[config.mk]
export PLATFORM = sky130hd
export DESIGN_NAME = lane_scrambler
export DESIGN_NICKNAME = d
export VERILOG_FILES = /design/src/rtl/lsc_pkg.sv /design/src/rtl/lsc_keygen.sv /design/src/rtl/lsc_classify.sv /design/src/rtl/lsc_state.sv /design/src/rtl/lane_scrambler.sv
export SDC_FILE = /design/constraint.sdc
export NUM_CORES = 1
export LEC_CHECK = 0
export ABC_CLOCK_PERIOD_IN_PS = 3000
export BUFFER_PORTS_ARGS = -buffer_cell sky130_fd_sc_hd__buf_2
export CAP_MARGIN = 20
export CORE_MARGIN = 1
export CORE_UTILIZATION = 45
export DETAILED_ROUTE_END_ITERATION = 6
export MAX_ROUTING_LAYER = met4
export PLACE_DENSITY = 0.69
export SLEW_MARGIN = 25
export SYNTH_ARGS = -nofsm -noshare
export SYNTH_HDL_FRONTEND = slang
export SYNTH_SLANG_ARGS = --single-unit
[constraint.sdc]
create_clock -name clk -period 3 [get_ports clk]
set_input_delay 0.6 -clock clk [delete_from_list [all_inputs] [get_ports clk]]
set_output_delay 0.6 -clock clk [all_outputs]
set_load 0.03 [all_outputs]
[src/rtl/lsc_pkg.sv]
package lsc_pkg;
  localparam int DATA_W = 64;
  localparam int ST_W   = 58;
  localparam int TAP    = 20;
  localparam int BT_W   = 6;

  typedef logic [BT_W-1:0] btype_t;

  localparam btype_t BT_SYNC  = 6'h1E;
  localparam btype_t BT_STATE = 6'h0A;
  localparam btype_t BT_SKIP  = 6'h07;
  localparam btype_t BT_DIAG  = 6'h19;
endpackage

[src/rtl/lsc_keygen.sv]
module lsc_keygen #(
  parameter int DATA_W = 64,
  parameter int ST_W   = 58,
  parameter int TAP    = 20
) (
  input  logic [ST_W-1:0]   state_i,
  output logic [DATA_W-1:0] key_o,
  output logic [ST_W-1:0]   next_o
);
  // state bit i holds k[n-1-i]; each step yields k[n] = k[n-TAP] ^ k[n-ST_W]
  logic [ST_W-1:0] walk;
  logic            fb;

  always_comb begin
    walk  = state_i;
    fb    = 1'b0;
    key_o = '0;
    for (int j = 0; j < DATA_W; j++) begin
      fb       = walk[TAP-1] ^ walk[ST_W-1];
      key_o[j] = fb;
      walk     = {walk[ST_W-2:0], fb};
    end
    next_o = walk;
  end
endmodule

[src/rtl/lsc_classify.sv]
module lsc_classify
  import lsc_pkg::*;
(
  input  logic   valid_i,
  input  logic   ctrl_i,
  input  btype_t btype_i,
  input  logic   rx_mode_i,
  output logic   bypass_o,
  output logic   load_o
);
  logic is_sync;
  logic is_state;

  assign is_sync  = (btype_i == BT_SYNC);
  assign is_state = (btype_i == BT_STATE);
  assign bypass_o = ctrl_i & (is_sync | is_state);
  assign load_o   = rx_mode_i & valid_i & ctrl_i & is_state;
endmodule

[src/rtl/lsc_state.sv]
module lsc_state #(
  parameter int ST_W   = 58,
  parameter int LANE_W = 4
) (
  input  logic              clk,
  input  logic              rst_n,
  input  logic [LANE_W-1:0] lane_i,
  input  logic              load_i,
  input  logic [ST_W-1:0]   load_val_i,
  input  logic [ST_W-1:0]   next_i,
  output logic [ST_W-1:0]   cur_o
);
  logic [ST_W-1:0] seed;
  logic [ST_W-1:0] st_q;
  logic            fresh_q;

  for (genvar i = 0; i < ST_W; i++) begin : g_seed
    if (i < LANE_W) begin : g_lane
      assign seed[i] = lane_i[i];
    end else begin : g_one
      assign seed[i] = 1'b1;
    end
  end

  assign cur_o = fresh_q ? seed : st_q;

  always_ff @(posedge clk or negedge rst_n) begin
    if (!rst_n) begin
      fresh_q <= 1'b1;
      st_q    <= '1;
    end else begin
      fresh_q <= 1'b0;
      st_q    <= load_i ? load_val_i : next_i;
    end
  end
endmodule

[src/rtl/lane_scrambler.sv]
module lane_scrambler
  import lsc_pkg::*;
#(
  parameter int LANE_W = 4
) (
  input  logic              clk,
  input  logic              rst_n,
  input  logic [LANE_W-1:0] lane_id,
  input  logic              rx_mode,
  input  logic              in_valid,
  input  logic              in_ctrl,
  input  logic [BT_W-1:0]   in_btype,
  input  logic [DATA_W-1:0] in_data,
  output logic              out_valid,
  output logic              out_ctrl,
  output logic [DATA_W-1:0] out_data
);
  logic [ST_W-1:0]   key_state;
  logic [ST_W-1:0]   next_state;
  logic [DATA_W-1:0] key;
  logic              bypass;
  logic              load;

  lsc_classify u_cls (
    .valid_i   (in_valid),
    .ctrl_i    (in_ctrl),
    .btype_i   (in_btype),
    .rx_mode_i (rx_mode),
    .bypass_o  (bypass),
    .load_o    (load)
  );

  lsc_state #(.ST_W(ST_W), .LANE_W(LANE_W)) u_st (
    .clk        (clk),
    .rst_n      (rst_n),
    .lane_i     (lane_id),
    .load_i     (load),
    .load_val_i (in_data[ST_W-1:0]),
    .next_i     (next_state),
    .cur_o      (key_state)
  );

  lsc_keygen #(.DATA_W(DATA_W), .ST_W(ST_W), .TAP(TAP)) u_key (
    .state_i (key_state),
    .key_o   (key),
    .next_o  (next_state)
  );

  always_ff @(posedge clk or negedge rst_n) begin
    if (!rst_n) begin
      out_valid <= 1'b0;
      out_ctrl  <= 1'b0;
      out_data  <= '0;
    end else begin
      out_valid <= in_valid;
      out_ctrl  <= in_ctrl;
      out_data  <= bypass ? in_data : (in_data ^ key);
    end
  end
endmodule

==> flow_summary.toml, run 1 <==
[status]
status = "finished clean"

[pwr]
p_comb_frac = 0.487
p_sw_mw = 4.070
p_per_area_nw_per_um2 = 1322
p_sw_frac = 0.4037
pwr-share-clk = 0.194
sequentialPowerShare = 0.318
ir_drop_mv = 0.6871
p_int_mw = 6.012
p_leak_nw = 3.508

[die]
rows = 42
die_w_um = 118.9
dieArea_um2 = 14130
ioPinCount = 145
die_h_um = 118.9
fp.coreArea_um2 = 13300
initial_core_util = 0.4622

[clock_network]
clk_root_buffer_cell = "clkbuf_16"
cts_htree_levels = 4
numCtsBuffers = 17
cts_resized = 0
cts_setup_buffers = 0
clock_path_buffers = 2
worstSkewPairLatency_ns = 0.42
clk_pin_slew_ns = 0.06
cts_tree = "done"
ctsHoldBuffers = 0
clock_sinks = 125

[sta]
worst_slack_ns = 1.151
tns_ns = 0
period_needed_ns = 1.849
slew_violations = 0
tightest_slew_ns = 0.6463
skew_ns = 0.008160
maxSlewHeadroom = 0.5691
max_freq_mhz = 540.9
setup_viol = 0
hold_viol_final = 0
rsz0062_at_grt = "no"
finalCritPeriodShare = 0.6162

[synth]
yosysUniqueCellTypes = 31
synth_cells = 512
syn_nets = 591
syn_avg_cell_area_um2 = 12.00
netlist_area_um2 = 6145
synth-seq-cells = 125
seq_area_frac_synth = 0.5211
yosys_warnings = 0

[finish]
area_delta_synth_final_pct = 24.15
final_common_cell = "buf_2"
diodes = 0
mostFrequentLayoutCells = "buf_2 (143), nor2_1 (75), dfrtp_1 (66), dfstp_2 (59), xor2_1 (56)"
nNetsFinal = 735
drive_gt1_frac = 0.4155
multiInputGateArea_um2 = 2768
fillers = 1134
register_area_um2 = 3202

[global_route]
globalRouteMet2Util = 0.3392
grt_pass1_wl_um = 23050
busiest_layer = "met2"
antenna_found_initial = 0
overflow = 0
grt_start_max_net_pins = 126
grtUsageMet1 = 0.3022
grt_usage = 0.2281
grt_pass1_vias = 4255
use_met3 = 0.04693

[worst_setup_path]
path_cells = "xnor3_1 > xor2_1 > nor2_1 > mux2_2"
startpoint_type = "register"
timing.critical_path.buf_inv = 0
cpLargestDelayFamily = "XOR/XNOR gates"
max_stage_delay_ns = 0.57
worstSetupPathType = "register to register"
critPathMaxFanout = 3
critPathArrivalTime_ns = 2.20
crit_slowest_cell = "dfstp_2"
required_ns = 3.35
critPathCaptureType = "register"

[drt]
drt_iter0_drc = 270
ant_nets = 0
vias = 4149
drc = 0
drt_pass1_iterations = 5
detail_route.wirelength_um = 14710
drt-wirelength-per-cell_um = 17.41
via_per_inst = 4.910

[flow_run]
drv_cap = 0

[placement]
gp_congestion = 0.8854
hpwl_um = 10760
dp_slack_ns = 0.7732
io_buffers = 144

[worst_hold_path]
hold_path_class = "input port to asynchronous set/reset pin"
-- final cells by class --
cell class / instances / area share
Clock buffer: 19 / 0.05937
Clock inverter: 13 / 0.01542
Inverter: 14 / 0.006889
Multi-Input combinational cell: 345 / 0.3628
Sequential cell: 125 / 0.4197
Tap cell: 176 / 0.02887
Timing Repair Buffer: 153 / 0.1069
-- synth_stat cells --
library cell   n  area, um2
a21oi_1       22      110.1
and3_1         1      6.260
and4bb_1       2      25.02
buf_1          1      3.750
buf_2         14      70.07
buf_4          2      15.01
clkbuf_1      10      37.54
clkbuf_2       1      5.000
conb_1         1      3.750
dfrtp_1       66       1652
dfstp_2       59       1550
inv_1         14      52.55
mux2_1         7      78.83
mux2_2        12      135.1
nand2_1       13      48.80
nand3_1        1      5.000
nand3_2        1      10.01
nand3b_1      12      90.09
nor2_1        75      281.5
nor2b_1        4      25.02
nor3_2        18      180.2
o211ai_1      16      120.1
o21a_1         9      67.56
o21ai_0        3      15.01
o21ai_1       14      70.07
or3_1          3      18.77
xnor2_1       53      464.2
xnor3_1        8      180.2
xnor3_2        2      47.55
xor2_1        56      490.5
xor3_1        12      285.3
-- worst reg2reg max path: cells and delay by family (launching register included) --
| kind | cells | cell delay [ns] |
|---|---|---|
| xor gates and xnor gates | 2 | 0.85 |
| and+or+nand+nor | 1 | 0.08 |
| DFF | 1 | 0.57 |
| muxes | 1 | 0.27 |
-- metal layers --
| layer | part of all wire | up-vias |
|---|---|---|
| met3 | 0.050 | 23 |
| li1 | - | 1961 |
| met2 | 0.47 | 141 |
| met4 | 0.024 | 0 |
| met1 | 0.46 | 2024 |
| met5 | 0 | - |
-- per-stage QoR --
stage	utilization	instances	hold slack [ns]	power, mW	cell area [um2]
after floorplan	-	512	0.3044	6.782	6145
after global placement	0.5309	813	0.6813	8.094	7058
after detailed placement	0.5309	813	0.6863	8.114	7058
after CTS	0.5738	845	0.2809	10.12	7629
after global routing	0.5738	845	0.2823	10.62	7629
final	0.5738	845	0.2780	10.08	7629
-- cells by family after synthesis --
kind of cell           synth area share
XOR/XNOR                         0.2389
AND/OR/NAND/NOR                  0.1124
flip-flops                       0.5211
AO/OA/AOI/OAI                   0.06231
buffers and inverters           0.02993
multiplexers                    0.03482
other                         0.0006103
-- path summary, 6_finish.rpt --
path	startpoint	endpoint	slack [ns]	depth (start not counted)
worst max register to register	u_st.st_q[18]$_DFF_PN1_	u_st.st_q[22]$_DFF_PN1_	1.15	4
worst min register to register	u_st.st_q[8]$_DFF_PN1_	u_st.st_q[14]$_DFF_PN1_	0.70	3
max in group asynchronous	rst_n	out_data[52]$_DFF_PN0_	2.24	2
worst max-delay path	u_st.st_q[18]$_DFF_PN1_	u_st.st_q[22]$_DFF_PN1_	1.15	4
worst min-delay path	rst_n	out_data[2]$_DFF_PN0_	0.28	2
min in group clk	in_ctrl	out_ctrl$_DFF_PN0_	0.29	1
-- registers in the layout, indices dropped and copies added (netlist names) --
register	cells
u_st.fresh_q	1
u_st.st_q	58
out_valid	1
out_data	64
out_ctrl	1
-- power by group through the flow --
stage,combinational [mW],sequential [mW],clock [mW]
after floorplan,2.80,3.99,0
after global placement,4.89,3.21,0
after detailed placement,4.90,3.21,0
after CTS,4.94,3.21,1.98
after global routing,5.28,3.28,2.06
final,4.91,3.21,1.96
Power figures use the tool's default switching activity.
==> run 2, diff against run 1 <==
--- a/config.mk
+++ b/config.mk
@@ -5,14 +5,14 @@
 export SDC_FILE = /design/constraint.sdc
 export NUM_CORES = 1
 export LEC_CHECK = 0
-export ABC_CLOCK_PERIOD_IN_PS = 3000
+export ABC_CLOCK_PERIOD_IN_PS = 1700
 export BUFFER_PORTS_ARGS = -buffer_cell sky130_fd_sc_hd__buf_2
 export CAP_MARGIN = 20
 export CORE_MARGIN = 1
 export CORE_UTILIZATION = 45
 export DETAILED_ROUTE_END_ITERATION = 6
 export MAX_ROUTING_LAYER = met4
-export PLACE_DENSITY = 0.69
+export PLACE_DENSITY = 0.71
 export SLEW_MARGIN = 25
 export SYNTH_ARGS = -nofsm -noshare
 export SYNTH_HDL_FRONTEND = slang
==> constraint.sdc (replaced) <==
create_clock -name clk -period 1.7 [get_ports clk]
set_input_delay 0.34 -clock clk [delete_from_list [all_inputs] [get_ports clk]]
set_output_delay 0.34 -clock clk [all_outputs]
set_load 0.03 [all_outputs]
==> flow_summary.toml, run 2 (synthesis results as in run 1) <==
[placement]
io_buffers = 144
placed_cell_area_um2 = 7291
hpwl_um = 11380
gp_congestion = 0.9661

[sta]
slew_violations = 0
setup_viol = 0
finalCritPeriodShare = 0.9824
skew_ns = 0.01173
period_needed_ns = 1.670
whs_ns = 0.03715
rsz0062_at_grt = "yes"
max_freq_mhz = 598.8
hold_viol_final = 0

[finish]
mostFrequentLayoutCells = "buf_2 (143), nor2_1 (72), dfrtp_1 (66), dfstp_2 (59), xnor2_1 (51)"
reg_top3 = "out_data x64, u_st.st_q x58"
final_area_um2 = 7955
final_common_cell = "buf_2"
fillers = 1079
area_delta_synth_final_pct = 29.46
diodes = 0
nNetsFinal = 757
largest-register = "out_data"
drive_gt1_frac = 0.4573
largest_register_ff_count = 64
register_area_um2 = 3202
multiInputGateArea_um2 = 2873

[clock_network]
cts_setup_buffers = 0
clock_path_buffers = 2
clock_sinks = 125
cts_htree_levels = 4
cts_tree = "done"
numCtsBuffers = 17
worstSkewPairLatency_ns = 0.43
clk_root_buffer_cell = "clkbuf_16"
clk_pin_slew_ns = 0.05

[drt]
via_per_inst = 4.917
drc = 0
drt_pass1_iterations = 5
vias = 4263
drt-wirelength-per-cell_um = 17.71
drt_iter0_drc = 235
detail_route.wirelength_um = 15350
ant_nets = 0

[global_route]
antenna_found_initial = 0
grt_pass1_wl_um = 24070
grt_usage = 0.2397
overflow = 0
grt_pass1_vias = 4446
grt_start_max_net_pins = 72

[worst_hold_path]
holdPathEnd = "out_ctrl$_DFF_PN0_"
holdPathStages = 1
hold_path_class = "input port to register"
min-delay-start = "in_ctrl"

[flow_run]
drv_cap = 0

[pwr]
p_leak_nw = 3.676
p_per_area_nw_per_um2 = 2321
ir_drop_mv = 0.8519
total_power_mw = 18.46

[worst_setup_path]
required_ns = 2.05
reg2reg_slack_ns = 0.03
worstSetupPathType = "register to register"
critPathCaptureType = "register"
timing.rr.start = "u_st.st_q[18]$_DFF_PN1_"
cp-startpoint = "u_st.st_q[18]$_DFF_PN1_"
critPathArrivalTime_ns = 2.02
r2r_end = "out_data[41]$_DFF_PN0_"
startpoint_type = "register"
reg2regPathDepth = 4
critPathMaxFanout = 3

[status]
status = "finished clean"

[die]
die_w_um = 118.9
initial_core_util = 0.4622
fp.coreArea_um2 = 13300
rows = 42
ioPinCount = 145
die_h_um = 118.9
dieArea_um2 = 14130
[run 2: cell types whose count changed in the layout (fill, tap and decap cells not counted), moves of 6 or more]
cell and change:
xor2_1 -10, xor2_2 +10, buf_12 +6, buf_4 +15
[run 2: power by group]
part           internal [mW]  switching [mW]
clock                   2.11            1.29
combinational           4.21            5.29
sequential              4.79           0.771
[run 2: routing by layer]
metal | vias up | track usage | share of wire
met4 | 0 | 0.09494 | 0.016
met3 | 15 | 0.05891 | 0.070
met2 | 164 | 0.3564 | 0.48
met1 | 2082 | 0.3166 | 0.44
met5 | - | - | 0
li1 | 2002 | - | -
[run 2: through the flow]
stage	setup TNS, ns	std cells	setup slack (ns)	util
after detailed placement	-0.04524	834	-0.04467	0.5484
after global placement	0	834	0.01418	0.5484
after floorplan	0	512	0.1410	-
after CTS	0	867	0.01101	0.5917
after global routing	-0.03839	867	-0.01850	0.5983
final	0	867	0.02990	0.5983
[run 2: cell type report]
type                            instances  share of cell area
Multi-Input combinational cell        345              0.3611
Clock buffer                           24             0.06055
Clock inverter                          8            0.008493
Sequential cell                       125              0.4025
Inverter                               14            0.006606
Timing Repair Buffer                  175              0.1331
Tap cell                              176             0.02768
[run 2: critical path, stage by stage (launching register included)]
cell     delay (ns)
dfstp_2        0.53
xnor3_1        0.48
xor2_2         0.20
nor3_2         0.22
xor2_1         0.16
[run 2: what timing repair did]
action,4_1_cts,5_1_grt
hold buffers,1,0
endpoints found under the setup margin,2,16
gates resized for setup,3,18
pin swaps,0,6
endpoints found under the hold margin,66,0
[run 2: how the worst max path moves through the flow]
stage | to | slack [ns]
after global placement | u_st.st_q[2]$_DFF_PN1_ | 0.01
after global routing | out_data[56]$_DFF_PN0_ | -0.02
after CTS | out_data[56]$_DFF_PN0_ | 0.01
after floorplan | u_st.st_q[17]$_DFF_PN1_ | 0.14
final | out_data[41]$_DFF_PN0_ | 0.03
after detailed placement | out_data[49]$_DFF_PN0_ | -0.04
==> run 3, diff against run 2 <==
--- a/config.mk
+++ b/config.mk
@@ -8,7 +8,7 @@
 export ABC_CLOCK_PERIOD_IN_PS = 1700
 export BUFFER_PORTS_ARGS = -buffer_cell sky130_fd_sc_hd__buf_2
 export CAP_MARGIN = 20
-export CORE_MARGIN = 1
+export CORE_MARGIN = 10
 export CORE_UTILIZATION = 45
 export DETAILED_ROUTE_END_ITERATION = 6
 export MAX_ROUTING_LAYER = met4
==> constraint.sdc (replaced) <==
create_clock -name clk -period 1.7 [get_ports clk]
set_input_delay 0.085 -clock clk [delete_from_list [all_inputs] [get_ports clk]]
set_output_delay 0.085 -clock clk [all_outputs]
set_load 0.03 [all_outputs]
==> flow_summary.toml, run 3 (synthesis results as in run 1) <==
[status]
status = "finished clean"

[die]
fp.coreArea_um2 = 13300
initial_core_util = 0.4622
die_w_um = 136.9
ioPinCount = 145
dieArea_um2 = 18730
rows = 42
die_h_um = 136.9

[sta]
finalCritPeriodShare = 0.9889
max_freq_mhz = 594.8
period_needed_ns = 1.681
skew_ns = 0.009787
whs_ns = 0.08634
hold_viol_final = 0
setup_viol = 0
rsz0062_at_grt = "yes"
slew_violations = 0
tns_ns = 0

[drt]
drc = 0
vias = 4651
via_per_inst = 4.964
drt-wirelength-per-cell_um = 19.20
drt_iter0_drc = 294
drt_pass1_iterations = 5
detail_route.wirelength_um = 17990
ant_nets = 0

[worst_setup_path]
required_ns = 2.05
critPathCaptureType = "register"
critPathArrivalTime_ns = 2.03
critPathMaxFanout = 3
startpoint_type = "register"
reg2regPathDepth = 4
worstSetupPathType = "register to register"

[worst_hold_path]
hold_path_class = "input port to register"
holdPathStages = 4

[finish]
largest-register = "out_data"
reg_top3 = "out_data x64, u_st.st_q x58"
largest_register_ff_count = 64
nNetsFinal = 827
mostFrequentLayoutCells = "buf_2 (143), nor2_1 (72), dlygate4sd3_1 (68), dfrtp_1 (66), dfstp_2 (59)"
fillers = 1042
final_common_cell = "buf_2"
diodes = 0
area_delta_synth_final_pct = 40.81
drive_gt1_frac = 0.4152

[placement]
io_buffers = 144
gp_congestion = 0.9195
hpwl_um = 13160

[clock_network]
clk_pin_slew_ns = 0.06
cts_htree_levels = 4
numCtsBuffers = 17
clock_sinks = 125
clk_root_buffer_cell = "clkbuf_16"
cts_setup_buffers = 0
clock_path_buffers = 2
worstSkewPairLatency_ns = 0.43
cts_tree = "done"

[pwr]
p_leak_nw = 3.975
ir_drop_mv = 1.171
p_per_area_nw_per_um2 = 2164
total_power_mw = 18.72

[global_route]
grt_usage = 0.2034
grt_pass1_vias = 5033
overflow = 0
grt_start_max_net_pins = 49
grt_pass1_wl_um = 27810
antenna_found_initial = 0

[flow_run]
drv_cap = 0
[run 3: changes by cell type in the layout (fill, tap and decap cells not counted), sizes merged]
cell	previous run	this run
clkbuf	24	26
dlygate4sd3	1	68
clkinvlp	1	2
buf	174	177
clkinv	6	3
[run 3: through the flow]
step,cells,cell area (um2),util,setup slack [ns]
finish,937,8652,0.6508,0.01887
floorplan,512,6145,-,0.1410
global route,937,8652,0.6508,-0.05509
CTS,937,8584,0.6457,0.002960
global placement,837,7313,0.5501,-0.03610
detailed placement,837,7313,0.5501,-0.04457
[run 3: final timing paths]
| kind | from | end | slack, ns |
|---|---|---|---|
| max in group asynchronous | rst_n | u_st.st_q[22]$_DFF_PN1_ | 0.83 |
| setup reg to reg | u_st.st_q[36]$_DFF_PN1_ | u_st.st_q[2]$_DFF_PN1_ | 0.02 |
| min in group asynchronous | rst_n | out_ctrl$_DFF_PN0_ | 0.15 |
| setup / recovery | u_st.st_q[36]$_DFF_PN1_ | u_st.st_q[2]$_DFF_PN1_ | 0.02 |
| hold / removal | lane_id[0] | u_st.st_q[44]$_DFF_PN1_ | 0.09 |
| hold reg to reg | u_st.st_q[46]$_DFF_PN1_ | out_data[11]$_DFF_PN0_ | 0.72 |
[run 3: timing repair]
item	4_1_cts	5_1_grt
endpoints found under the setup margin	4	18
pin swaps	0	8
hold buffers	68	0
cloned	0	0
gates resized for setup	5	16
hold endpoints to repair	196	0
[run 3: critical path, cell delays in order, from the launching register on]
cell and delay, ns:
dfstp_2 0.54, xnor3_2 0.48, xor2_1 0.24, nor2_1 0.07, mux2_2 0.27
[run 3: power by group]
part	internal [mW]	total, mW	leakage (nW)	switching (mW)
registers	4.79	5.56	1.39	0.766
clock network	2.15	3.44	0.270	1.28
logic	4.28	9.73	2.32	5.45
total	11.2	18.7	3.98	7.50
[run 3: layout make-up]
type,count,area [um2],area share
Inverter,14,52.55,0.006074
Tap cell,176,220.2,0.02545
Clock buffer,26,499.2,0.05770
Sequential cell,125,3202,0.3701
Timing Repair Buffer,245,1752,0.2025
Multi-Input combinational cell,345,2867,0.3313
Clock inverter,6,60.06,0.006941
[run 3: routing by layer]
metal	vias to the layer above	GRT usage	wire (um)	share of wire
li1	2149	-	-	-
met1	2309	0.2485	7795	0.43
met2	169	0.3211	8812	0.49
met3	24	0.05242	1036	0.058
met4	0	0.07201	349	0.019
met5	-	-	0	0
